File: config.mk
export PLATFORM = sky130hd
export DESIGN_NAME = line_loss_detector
export DESIGN_NICKNAME = d
export VERILOG_FILES = /design/src/rtl/lld_pkg.sv /design/src/rtl/lld_sync.sv /design/src/rtl/lld_dwell_fsm.sv /design/src/rtl/lld_status.sv /design/src/rtl/line_loss_detector.sv
export SDC_FILE = /design/constraint.sdc
export NUM_CORES = 1
export LEC_CHECK = 0
export BUFFER_PORTS_ARGS = -buffer_cell sky130_fd_sc_hd__buf_2
export CAP_MARGIN = 20
export CORE_AREA = 2 2 39 41
export DETAILED_ROUTE_END_ITERATION = 10
export DIE_AREA = 0 0 41 43
export PLACE_DENSITY = 0.4
export SLEW_MARGIN = 15
export SYNTH_ARGS = -nofsm -noshare
export SYNTH_HDL_FRONTEND = slang
export SYNTH_SLANG_ARGS = --single-unit
export TNS_END_PERCENT = 5
File: constraint.sdc
create_clock -name clk -period 2.7 [get_ports clk]
set_input_delay 0.27 -clock clk [delete_from_list [all_inputs] [get_ports clk]]
set_output_delay 0.27 -clock clk [all_outputs]
set_load 0.005 [all_outputs]
File: src/rtl/lld_pkg.sv
package lld_pkg;

    typedef enum logic [1:0] {
        ST_OFF   = 2'd0,
        ST_LIVE  = 2'd1,
        ST_DWELL = 2'd2,
        ST_LOST  = 2'd3
    } lld_state_e;

endpackage

File: src/rtl/lld_sync.sv
module lld_sync #(
    parameter int STAGES = 2
) (
    input  logic clk,
    input  logic rst_n,
    input  logic d_async,
    output logic q_sync
);

    logic [STAGES-1:0] chain_q;

    generate
        if (STAGES == 1) begin : g_one
            always_ff @(posedge clk or negedge rst_n) begin
                if (!rst_n) chain_q <= '0;
                else        chain_q <= d_async;
            end
        end else begin : g_many
            always_ff @(posedge clk or negedge rst_n) begin
                if (!rst_n) chain_q <= '0;
                else        chain_q <= {chain_q[STAGES-2:0], d_async};
            end
        end
    endgenerate

    assign q_sync = chain_q[STAGES-1];

endmodule

File: src/rtl/lld_dwell_fsm.sv
module lld_dwell_fsm
    import lld_pkg::*;
#(
    parameter int TRIP_TICKS = 2
) (
    input  logic clk,
    input  logic rst_n,
    input  logic en,
    input  logic win_s,
    input  logic tick,
    output logic fire
);

    localparam int CW = (TRIP_TICKS < 2) ? 1 : $clog2(TRIP_TICKS);
    localparam logic [CW-1:0] LAST = CW'(TRIP_TICKS - 1);

    lld_state_e state_q, state_d;
    logic [CW-1:0] cnt_q, cnt_d;
    logic last_tick;

    assign last_tick = tick && (cnt_q == LAST);

    // state register
    always_ff @(posedge clk or negedge rst_n) begin
        if (!rst_n) begin
            state_q <= ST_OFF;
            cnt_q   <= '0;
        end else begin
            state_q <= state_d;
            cnt_q   <= cnt_d;
        end
    end

    // next state and count
    always_comb begin
        state_d = state_q;
        cnt_d   = '0;
        unique case (state_q)
            ST_OFF: begin
                if (en) state_d = ST_LIVE;
            end
            ST_LIVE: begin
                if (!en)       state_d = ST_OFF;
                else if (win_s) state_d = ST_DWELL;
            end
            ST_DWELL: begin
                if (!en)             state_d = ST_OFF;
                else if (!win_s)     state_d = ST_LIVE;
                else if (last_tick)  state_d = ST_LOST;
                else if (tick)       cnt_d   = cnt_q + 1'b1;
                else                 cnt_d   = cnt_q;
            end
            ST_LOST: begin
                if (!en)         state_d = ST_OFF;
                else if (!win_s) state_d = ST_LIVE;
            end
            default: state_d = ST_OFF;
        endcase
    end

    // outputs
    always_comb begin
        fire = 1'b0;
        unique case (state_q)
            ST_DWELL: fire = en && win_s && last_tick;
            ST_OFF, ST_LIVE, ST_LOST: fire = 1'b0;
            default: fire = 1'b0;
        endcase
    end

endmodule

File: src/rtl/lld_status.sv
module lld_status (
    input  logic clk,
    input  logic rst_n,
    input  logic set_i,
    input  logic clr_i,
    output logic stat_o
);

    always_ff @(posedge clk or negedge rst_n) begin
        if (!rst_n)     stat_o <= 1'b0;
        else if (set_i) stat_o <= 1'b1;
        else if (clr_i) stat_o <= 1'b0;
    end

endmodule

File: src/rtl/line_loss_detector.sv
module line_loss_detector #(
    parameter int TRIP_TICKS  = 2,
    parameter int SYNC_STAGES = 2
) (
    input  logic clk,
    input  logic rst_n,
    input  logic tick,
    input  logic win_raw,
    input  logic sense_en,
    input  logic stat_clr,
    output logic loss_stat,
    output logic irq
);

    logic win_s;
    logic fire;

    lld_sync #(.STAGES(SYNC_STAGES)) u_sync (
        .clk     (clk),
        .rst_n   (rst_n),
        .d_async (win_raw),
        .q_sync  (win_s)
    );

    lld_dwell_fsm #(.TRIP_TICKS(TRIP_TICKS)) u_fsm (
        .clk   (clk),
        .rst_n (rst_n),
        .en    (sense_en),
        .win_s (win_s),
        .tick  (tick),
        .fire  (fire)
    );

    lld_status u_stat (
        .clk    (clk),
        .rst_n  (rst_n),
        .set_i  (fire),
        .clr_i  (stat_clr),
        .stat_o (loss_stat)
    );

    assign irq = loss_stat;

endmodule

Yosys cells after proc, flatten, opt, wreduce, memory -nomap -nowiden

Cells that the tools add are included.

Output and inout bits: 2
Register bits: 6
Input bits: 6

Equality and inequality tests: 8
Reductions and logical operators: 7
Mux-type cells: 17
Add/subtract/negate cells: 1

Operators with widths:

| kind                                                  | number |
|---|---|
| 2-to-1 mux 2 bit                                      | 8 |
| case mux 2 bit (4 select lines)                       | 1 |
| 2-to-1 mux 1 bit                                      | 7 |
| inequality test 3 bit, second input constant          | 2 |
| inequality test 5 x 4 -> 1 bit, second input constant | 1 |
| == test 2 bit, second input constant                  | 2 |
| inequality test 4 x 3 -> 1 bit, second input constant | 1 |
| AND reduction 4 bit                                   | 1 |
| logical AND 1 bit                                     | 3 |
| OR reduction 3 bit                                    | 1 |
| == test 2 x 1 -> 1 bit, second input constant         | 1 |
| logical NOT 2 bit                                     | 1 |
| inequality test 2 bit, second input constant          | 1 |
| case mux 1 bit (2 select lines)                       | 1 |
| nonzero test 2 bit                                    | 1 |
| adder 1 bit, second input constant                    | 1 |

Longest topological paths before layout

Gate-level depths: netlist of the first run.

Word-level depth: 6
Mapped depth: 2
Gate-level depth less buffers: 2

Hierarchy

From an unflattened synthesis of the first run, not the netlist that was laid out.

Cells, all modules: 19
Area, all modules: 244.0 um^2

Modules (own cells, without submodules):

| module             | area each (um^2) | seq. area each (um^2) | times used | cells an instance |
|---|---|---|---|---|
| lld_dwell_fsm      | 150.1            | 75.1                  | 1          | 13 |
| lld_sync           | 50.0             | 50.0                  | 1          | 2 |
| lld_status         | 36.3             | 25.0                  | 1          | 3 |
| line_loss_detector | 7.5              | 0.0                   | 1          | 1 |

Least setup slack after synthesis of the first run

OpenSTA, ideal clock, no wires.

Path type: reg2reg
From: register u_fsm.state_q[0]
To: register u_fsm.state_q[0]
Cell stages (with the launch flop): 3
Required time: 2604 ps
Path slack: 1830 ps
Library setup time: 96 ps
Arrival time: 775 ps
Buffers on the path: 0
Clock period less this slack: 870 ps
Cells stage by stage: dfrtp_1 > and3b_1 > a311oi_2

Longest elaborated chain between the ends: 3
Elaborated cells between the ends (all ways): 10
Those cells by class: eq/ne (7); mux (1); reduce/logical (2)

Ends and longest elaborated chain:

| element                                                          | RTL line            | RTL |
|---|---|---|
| start, declared                                                  | lld_dwell_fsm.sv:17 | `lld_state_e state_q, state_d;` |
| start signal, assigned                                           | lld_dwell_fsm.sv:29 | `state_q <= state_d;` |
| == test 2 bit (tied with other cells)                            | lld_dwell_fsm.sv:38 | `unique case (state_q)` |
| inequality test 4 x 3 -> 1 bit (no line) (tied with other cells) | --                  |  |
| AND reduction 4 bit (no line)                                    | --                  |  |

Parallel ways exist; a longest one is shown, timed or not.
A chain may end at the register's enable or synchronous reset.

Worst setup path in the final report of the first run

From: register u_stat.stat_o
To: output port irq

RTL lines:

| element                | RTL line                 | RTL |
|---|---|---|
| start, declared        | lld_status.sv:6          | `output logic stat_o` |
| start signal, assigned | lld_status.sv:10         | `if (!rst_n) stat_o <= 1'b0;` |
| start signal, assigned | lld_status.sv:11         | `else if (set_i) stat_o <= 1'b1;` |
| start signal, assigned | lld_status.sv:12         | `else if (clr_i) stat_o <= 1'b0;` |
| end, declared          | line_loss_detector.sv:12 | `output logic irq` |

No word-level cell between the ends.

==> results of run 1 <==
[stage by stage]
| stage | hold slack [ns] | std cells | utilization |
|---|---|---|---|
| global placement | 0.09769 | 40 | 0.2071 |
| detailed placement | 0.1024 | 40 | 0.2071 |
| CTS | 0.1261 | 44 | 0.2306 |
| finish | 0.1354 | 44 | 0.2306 |
| floorplan | -0.02559 | 18 | - |
| global route | 0.1143 | 44 | 0.2306 |
[flip-flops by register name, indices dropped and copies added (netlist names)]
name / flops
u_fsm.state_q: 2
u_fsm.cnt_q: 1
u_stat.stat_o: 1
u_sync.chain_q: 2
[cells by family after synthesis]
| logic type | after synthesis | synth area share |
|---|---|---|
| simple gates | 5 | 0.1414 |
| xor+xnor | 1 | 0.03666 |
| buf+inv | 3 | 0.06285 |
| compound gates | 3 | 0.1309 |
| flops | 6 | 0.6283 |
[final cells by class]
cell class,instances,area (um2),share of cell area
multi-input cells,9,73.82,0.2314
flip-flops and latches,6,150.1,0.4706
repair buffers,8,45.04,0.1412
inverters,2,7.507,0.02353
well taps,16,20.02,0.06275
clock buffers,3,22.52,0.07059
[power groups by stage]
stage / Combinational (mW) / Sequential [mW] / Clock (mW)
floorplan: 0.00532 / 0.0974 / 0
global placement: 0.0112 / 0.0979 / 0
detailed placement: 0.0117 / 0.0980 / 0
CTS: 0.0128 / 0.0967 / 0.0856
global route: 0.0141 / 0.0972 / 0.0929
finish: 0.0124 / 0.0967 / 0.0802
[cells in the final DEF, fill, tap and decap left out, types with 2 or more instances in the layout]
| master | Yosys | routed |
|---|---|---|
| buf_2 | 0 | 7 |
| clkbuf_4 | 0 | 3 |
| dfrtp_1 | 6 | 6 |
| inv_1 | 2 | 2 |
[worst max-delay path by stage]
stage / to / cells after the start / slack (ns) / startpoint
6_report: irq / 1 / 1.67 / u_stat.stat_o$_DFFE_PN0P_
5_1_grt: irq / 1 / 1.64 / u_stat.stat_o$_DFFE_PN0P_
4_1_cts: irq / 1 / 1.65 / u_stat.stat_o$_DFFE_PN0P_
3_5_place_dp: u_fsm.state_q[0]$_DFFE_PN0P_ / 2 / 1.78 / u_fsm.state_q[0]$_DFFE_PN0P_
3_3_place_gp: u_fsm.state_q[0]$_DFFE_PN0P_ / 2 / 1.81 / u_fsm.state_q[0]$_DFFE_PN0P_
2_1_floorplan: u_fsm.state_q[0]$_DFFE_PN0P_ / 2 / 1.83 / u_fsm.state_q[0]$_DFFE_PN0P_
[metal layers]
layer | GRT usage | part of all wire | up-vias
met1 | 0.07616 | 0.40 | 75
met5 | 0 | 0 | -
met3 | 0.06283 | 0.13 | 2
li1 | - | - | 82
met2 | 0.07188 | 0.45 | 8
met4 | 0.04000 | 0.020 | 0
[repair_timing]
item | in CTS | in global routing
hold buffers | 1 | 0
endpoints found under the setup margin | 0 | 0
hold endpoints to repair | 6 | 0
==> out/results.ini, run 1 <==
[outcome]
status=finished, final reports clean

[placement]
place.port_buffers=7
gp_congestion=0.6626
postPlaceCellArea_um2=286.5
post-place-ws_ns=1.779

[grt]
grt_max_degree=7
grt_pass1_wl_um=683
grt_pass1_vias=172
grt_util_all_layers=0.06484
antenna_found_initial=0
overflow=0

[setup_path]
timing.rr.start=u_fsm.state_q[0]$_DFFE_PN0P_
ff2ff_setup_slack_ns=1.77
max_stage_delay_ns=0.38
cp.required_ns=2.43
crit_chain=buf_2
crit_path_top_delay_cell=dfrtp_1
rr_endpoint=u_fsm.state_q[0]$_DFFE_PN0P_
worst_setup_path_start_kind=flip-flop
end_kind=primary output
path_delay_family=flip-flops
critical_path_class=reg -> out
ff2ff_path_depth=2
cp_max_fo=3
cp_num_buf_inv=1
worstPathArrival_ns=0.76

[synthesis]
yosys-top-cells-area=dfrtp_1, a311oi_2, o211a_1
yosysTopAreaCell=dfrtp_1
ys_warn_count=0
synth.distinct_cells=12
netlist.area_leader.share=0.6283
syn_inst=18
synth_edf_count=0
yosysMostFrequentCell=dfrtp_1
synth_seq_cells=6
syn_nets=24
async_flop_share=1.000
synth_top_flop_cell=dfrtp_1
syn_area_um2=239.0
seq_area_frac_synth=0.6283
yosys-top-cells-count=dfrtp_1, inv_1
syn_avg_cell_area_um2=13.28

[clocking]
clock_sinks=6
cts_root_buf=clkbuf_4
h-tree-depth=1
clockBufferDepth=2
cts_resized=0
postCtsSetupRepairBufs=0
clk_pin_slew_worst_paths_ns=0.04
cts_buffers=3
clk_latency_ns=0.24
cts_tree=built

[timing]
fmax_mhz=971.8
hold_violations=0
fin_ws_ns=1.671
tightest_slew_ns=0.1982
rsz0062_at_grt=no
finalSetupTns_ns=0
fin_crit_ns=1.029
finalCritPeriodShare=0.3811
finClkSkew_ns=0.005141
max_slew_margin=0.8679
finalMaxSlewViolations=0
finalSetupViolations=0

[pwr]
seqPwrFrac=0.511
p_int_mw=0.1513
powerDensity_mw_per_mm2=593.5
vdd_drop_max_mv=0.2485
leakage_nw=0.1598
p_sw_mw=0.03801
pwr-share-clk=0.424
power_frac_comb=0.066
p_sw_frac=0.2007
total_power_mw=0.1894

[floorplanning]
coreArea_mm2=0.001384
die_w_um=41
initial_core_util=0.1727
die_area_mm2=0.001763
rows=14
die_y_um=43
pin_count=8

[min_path]
worstHoldPathCells=1
hold_path.class=in -> reg
whs_endpoint=u_sync.chain_q[0]$_DFF_PN0_
worstHoldStart=win_raw

[routing]
wl_um=408
drt_iter0_drc=6
dr.pass1.iters=4
ant_nets=0
vias_per_cell=3.795
wl_per_cell_um=9.273
drc=0
vias=167

[cells_and_area]
final_area_um2=319.1
layout-drive-gt1-share=0.4286
area_growth_pct=33.51
fin_nets=36
fill_cells=150
antenna_cells=0

[flow_run]
drv_cap=0

Power figures use the tool's default switching activity.
==> run 2, diff against run 1 <==
clock period = 0.96 ns   (was 2.7 ns; I/O delays follow)
==> out/results.ini, run 2 (synthesis results as in run 1) <==
[outcome]
status=finished, final reports clean

[floorplanning]
rows=14  ; unchanged
pin_count=8  ; unchanged
die_y_um=43  ; unchanged
coreArea_mm2=0.001384  ; unchanged
initial_core_util=0.1727  ; unchanged
die_area_mm2=0.001763  ; unchanged
die_w_um=41  ; unchanged

[cells_and_area]
layout-drive-gt1-share=0.4516  ; +0.02304
finish.utilization=0.2486  ; +0.01808
fin_nets=39  ; +8.3%
largest_registers=u_fsm.state_q x2, u_sync.chain_q x2
area_growth_pct=43.98
antenna_cells=0  ; unchanged
layout_common_cells=buf_2, dfrtp_1, clkbuf_4
final_common_cell=buf_2
fill_cells=148  ; -1.3%

[grt]
grt_util_all_layers=0.06984  ; +0.004995
overflow=0  ; unchanged
antenna_found_initial=0  ; unchanged
grt_pass1_vias=181  ; +5.2%
grt_max_degree=7  ; unchanged
grt_pass1_wl_um=752  ; +10%

[routing]
ant_nets=0  ; unchanged
wl_per_cell_um=9.362  ; +0.96%
drc=0  ; unchanged
wl_um=440  ; +7.8%
drt_iter0_drc=1  ; -5
vias=176  ; +5.4%
dr.pass1.iters=4  ; unchanged
vias_per_cell=3.745  ; -1.3%

[pwr]
p_sw_frac=0.2074  ; +0.006613
leakage_nw=0.1737  ; +8.7%
power_frac_comb=0.088  ; +0.022
pwr-share-clk=0.420  ; -0.004
powerDensity_mw_per_mm2=1594  ; +170%
p_int_mw=0.4348  ; +190%
vdd_drop_max_mv=0.3408  ; +37%
seqPwrFrac=0.492  ; -0.019
p_sw_mw=0.1137  ; +200%

[clocking]
clock_sinks=6  ; unchanged
cts_buffers=3  ; unchanged
cts_root_buf=clkbuf_4
h-tree-depth=1  ; unchanged
cts_resized=0  ; unchanged
clk_latency_ns=0.24  ; about the same
cts_tree=built
clockBufferDepth=2  ; unchanged
clk_pin_slew_worst_paths_ns=0.05  ; about the same

[timing]
hold_violations=0  ; unchanged
finClkSkew_ns=0.005120  ; -0.00002070 ns
fmax_mhz=1088
finalCritPeriodShare=0.9578
finalSetupTns_ns=0  ; unchanged
rsz0062_at_grt=no
finalSetupViolations=0  ; unchanged
fin_crit_ns=0.9195
max_slew_margin=0.8739  ; +0.006014
finalMaxSlewViolations=0  ; unchanged
tightest_slew_ns=0.1891  ; -0.009021 ns

[setup_path]
timing.rr.start=u_fsm.state_q[0]$_DFFE_PN0P_
crit_chain=and3b_1 -> a311oi_2
max_stage_delay_ns=0.40  ; +0.02 ns
cp_num_buf_inv=0  ; -1
ff2ff_path_depth=2  ; unchanged
cp.required_ns=1.11  ; -1.32 ns
ff2ff_setup_slack_ns=0.04  ; -1.73 ns
path_delay_family=flip-flops
crit_path_top_delay_cell=dfrtp_1
end_kind=flip-flop
critical_path_class=reg -> reg
cp_max_fo=4  ; +1
rr_endpoint=u_fsm.state_q[0]$_DFFE_PN0P_
worst_setup_path_start_kind=flip-flop
worstPathArrival_ns=1.07  ; +0.31 ns

[min_path]
whs_endpoint=u_stat.stat_o$_DFFE_PN0P_
hold_path.class=in -> reg
worstHoldPathCells=2  ; +1
worstHoldStart=stat_clr

[flow_run]
drv_cap=0  ; unchanged

[placement]
place.port_buffers=7  ; unchanged
gp_congestion=0.6772  ; +2.2%

## run 2: cell types whose count changed in the layout (fill, tap and decap cells not counted), sizes merged
cell and delta:
buf +2, dlygate4sd3 +1
## run 2: what timing repair did
| action | in CTS | in global routing |
|---|---|---|
| endpoints found under the setup margin | 0 | 1 |
| hold buffers | 2 | 0 |
| buffers inserted | 0 | 1 |
| hold endpoints to repair | 7 | 0 |
## run 2: worst reg2reg max path: cells and delay by family, from the launching register on
family | cells | cell delay (ns)
AO/OA/AOI/OAI | 1 | 0.23
flip-flops | 1 | 0.40
AND/OR/NAND/NOR | 1 | 0.20
## run 2: layer usage
layer / global-route usage / wire length (um) / up-vias
li1: - / - / 88
met5: 0 / 0 / -
met2: 0.08125 / 219 / 5
met1: 0.09241 / 194 / 83
met3: 0.03141 / 26 / 0
met4: 0.06000 / 0 / 0
## run 2: through the flow
step	power (mW)	setup WS [ns]	std cells	hold WS, ns	cell area [um2]
4_1_cts	0.5569	0.01699	46	0.06077	336.6
2_1_floorplan	0.2890	0.08984	18	-0.1996	239.0
5_1_grt	0.5823	0.002299	47	0.05817	344.1
6_report	0.5485	0.04055	47	0.05950	344.1
3_5_place_dp	0.3124	0.02713	41	-0.06917	294.0
3_3_place_gp	0.3103	0.05974	41	-0.07741	294.0
## run 2: cell type report
cell class / instances / area [um2] / share of cell area
well taps: 16 / 20.02 / 0.05818
clock buffers: 3 / 22.52 / 0.06545
multi-input cells: 9 / 73.82 / 0.2145
inverters: 2 / 7.507 / 0.02182
flip-flops and latches: 6 / 150.1 / 0.4364
repair buffers: 11 / 70.07 / 0.2036
## run 2: worst max-delay path by stage
stage	startpoint	endpoint	depth (start not counted)
after floorplan	u_fsm.state_q[0]$_DFFE_PN0P_	u_fsm.state_q[0]$_DFFE_PN0P_	2
after global placement	u_fsm.state_q[0]$_DFFE_PN0P_	u_fsm.state_q[0]$_DFFE_PN0P_	2
after detailed placement	u_fsm.state_q[0]$_DFFE_PN0P_	u_fsm.state_q[0]$_DFFE_PN0P_	2
after CTS	u_fsm.state_q[0]$_DFFE_PN0P_	u_fsm.state_q[0]$_DFFE_PN0P_	2
after global routing	u_fsm.state_q[0]$_DFFE_PN0P_	u_fsm.state_q[0]$_DFFE_PN0P_	2
final	u_fsm.state_q[0]$_DFFE_PN0P_	u_fsm.state_q[0]$_DFFE_PN0P_	2
## run 2: power by group through the flow
stage | clock network [mW] | logic (mW) | registers, mW
after global placement | 0 | 0.0362 | 0.274
after CTS | 0.242 | 0.0438 | 0.271
after global routing | 0.257 | 0.0540 | 0.271
final | 0.230 | 0.0480 | 0.270
after floorplan | 0 | 0.0150 | 0.274
after detailed placement | 0 | 0.0377 | 0.275
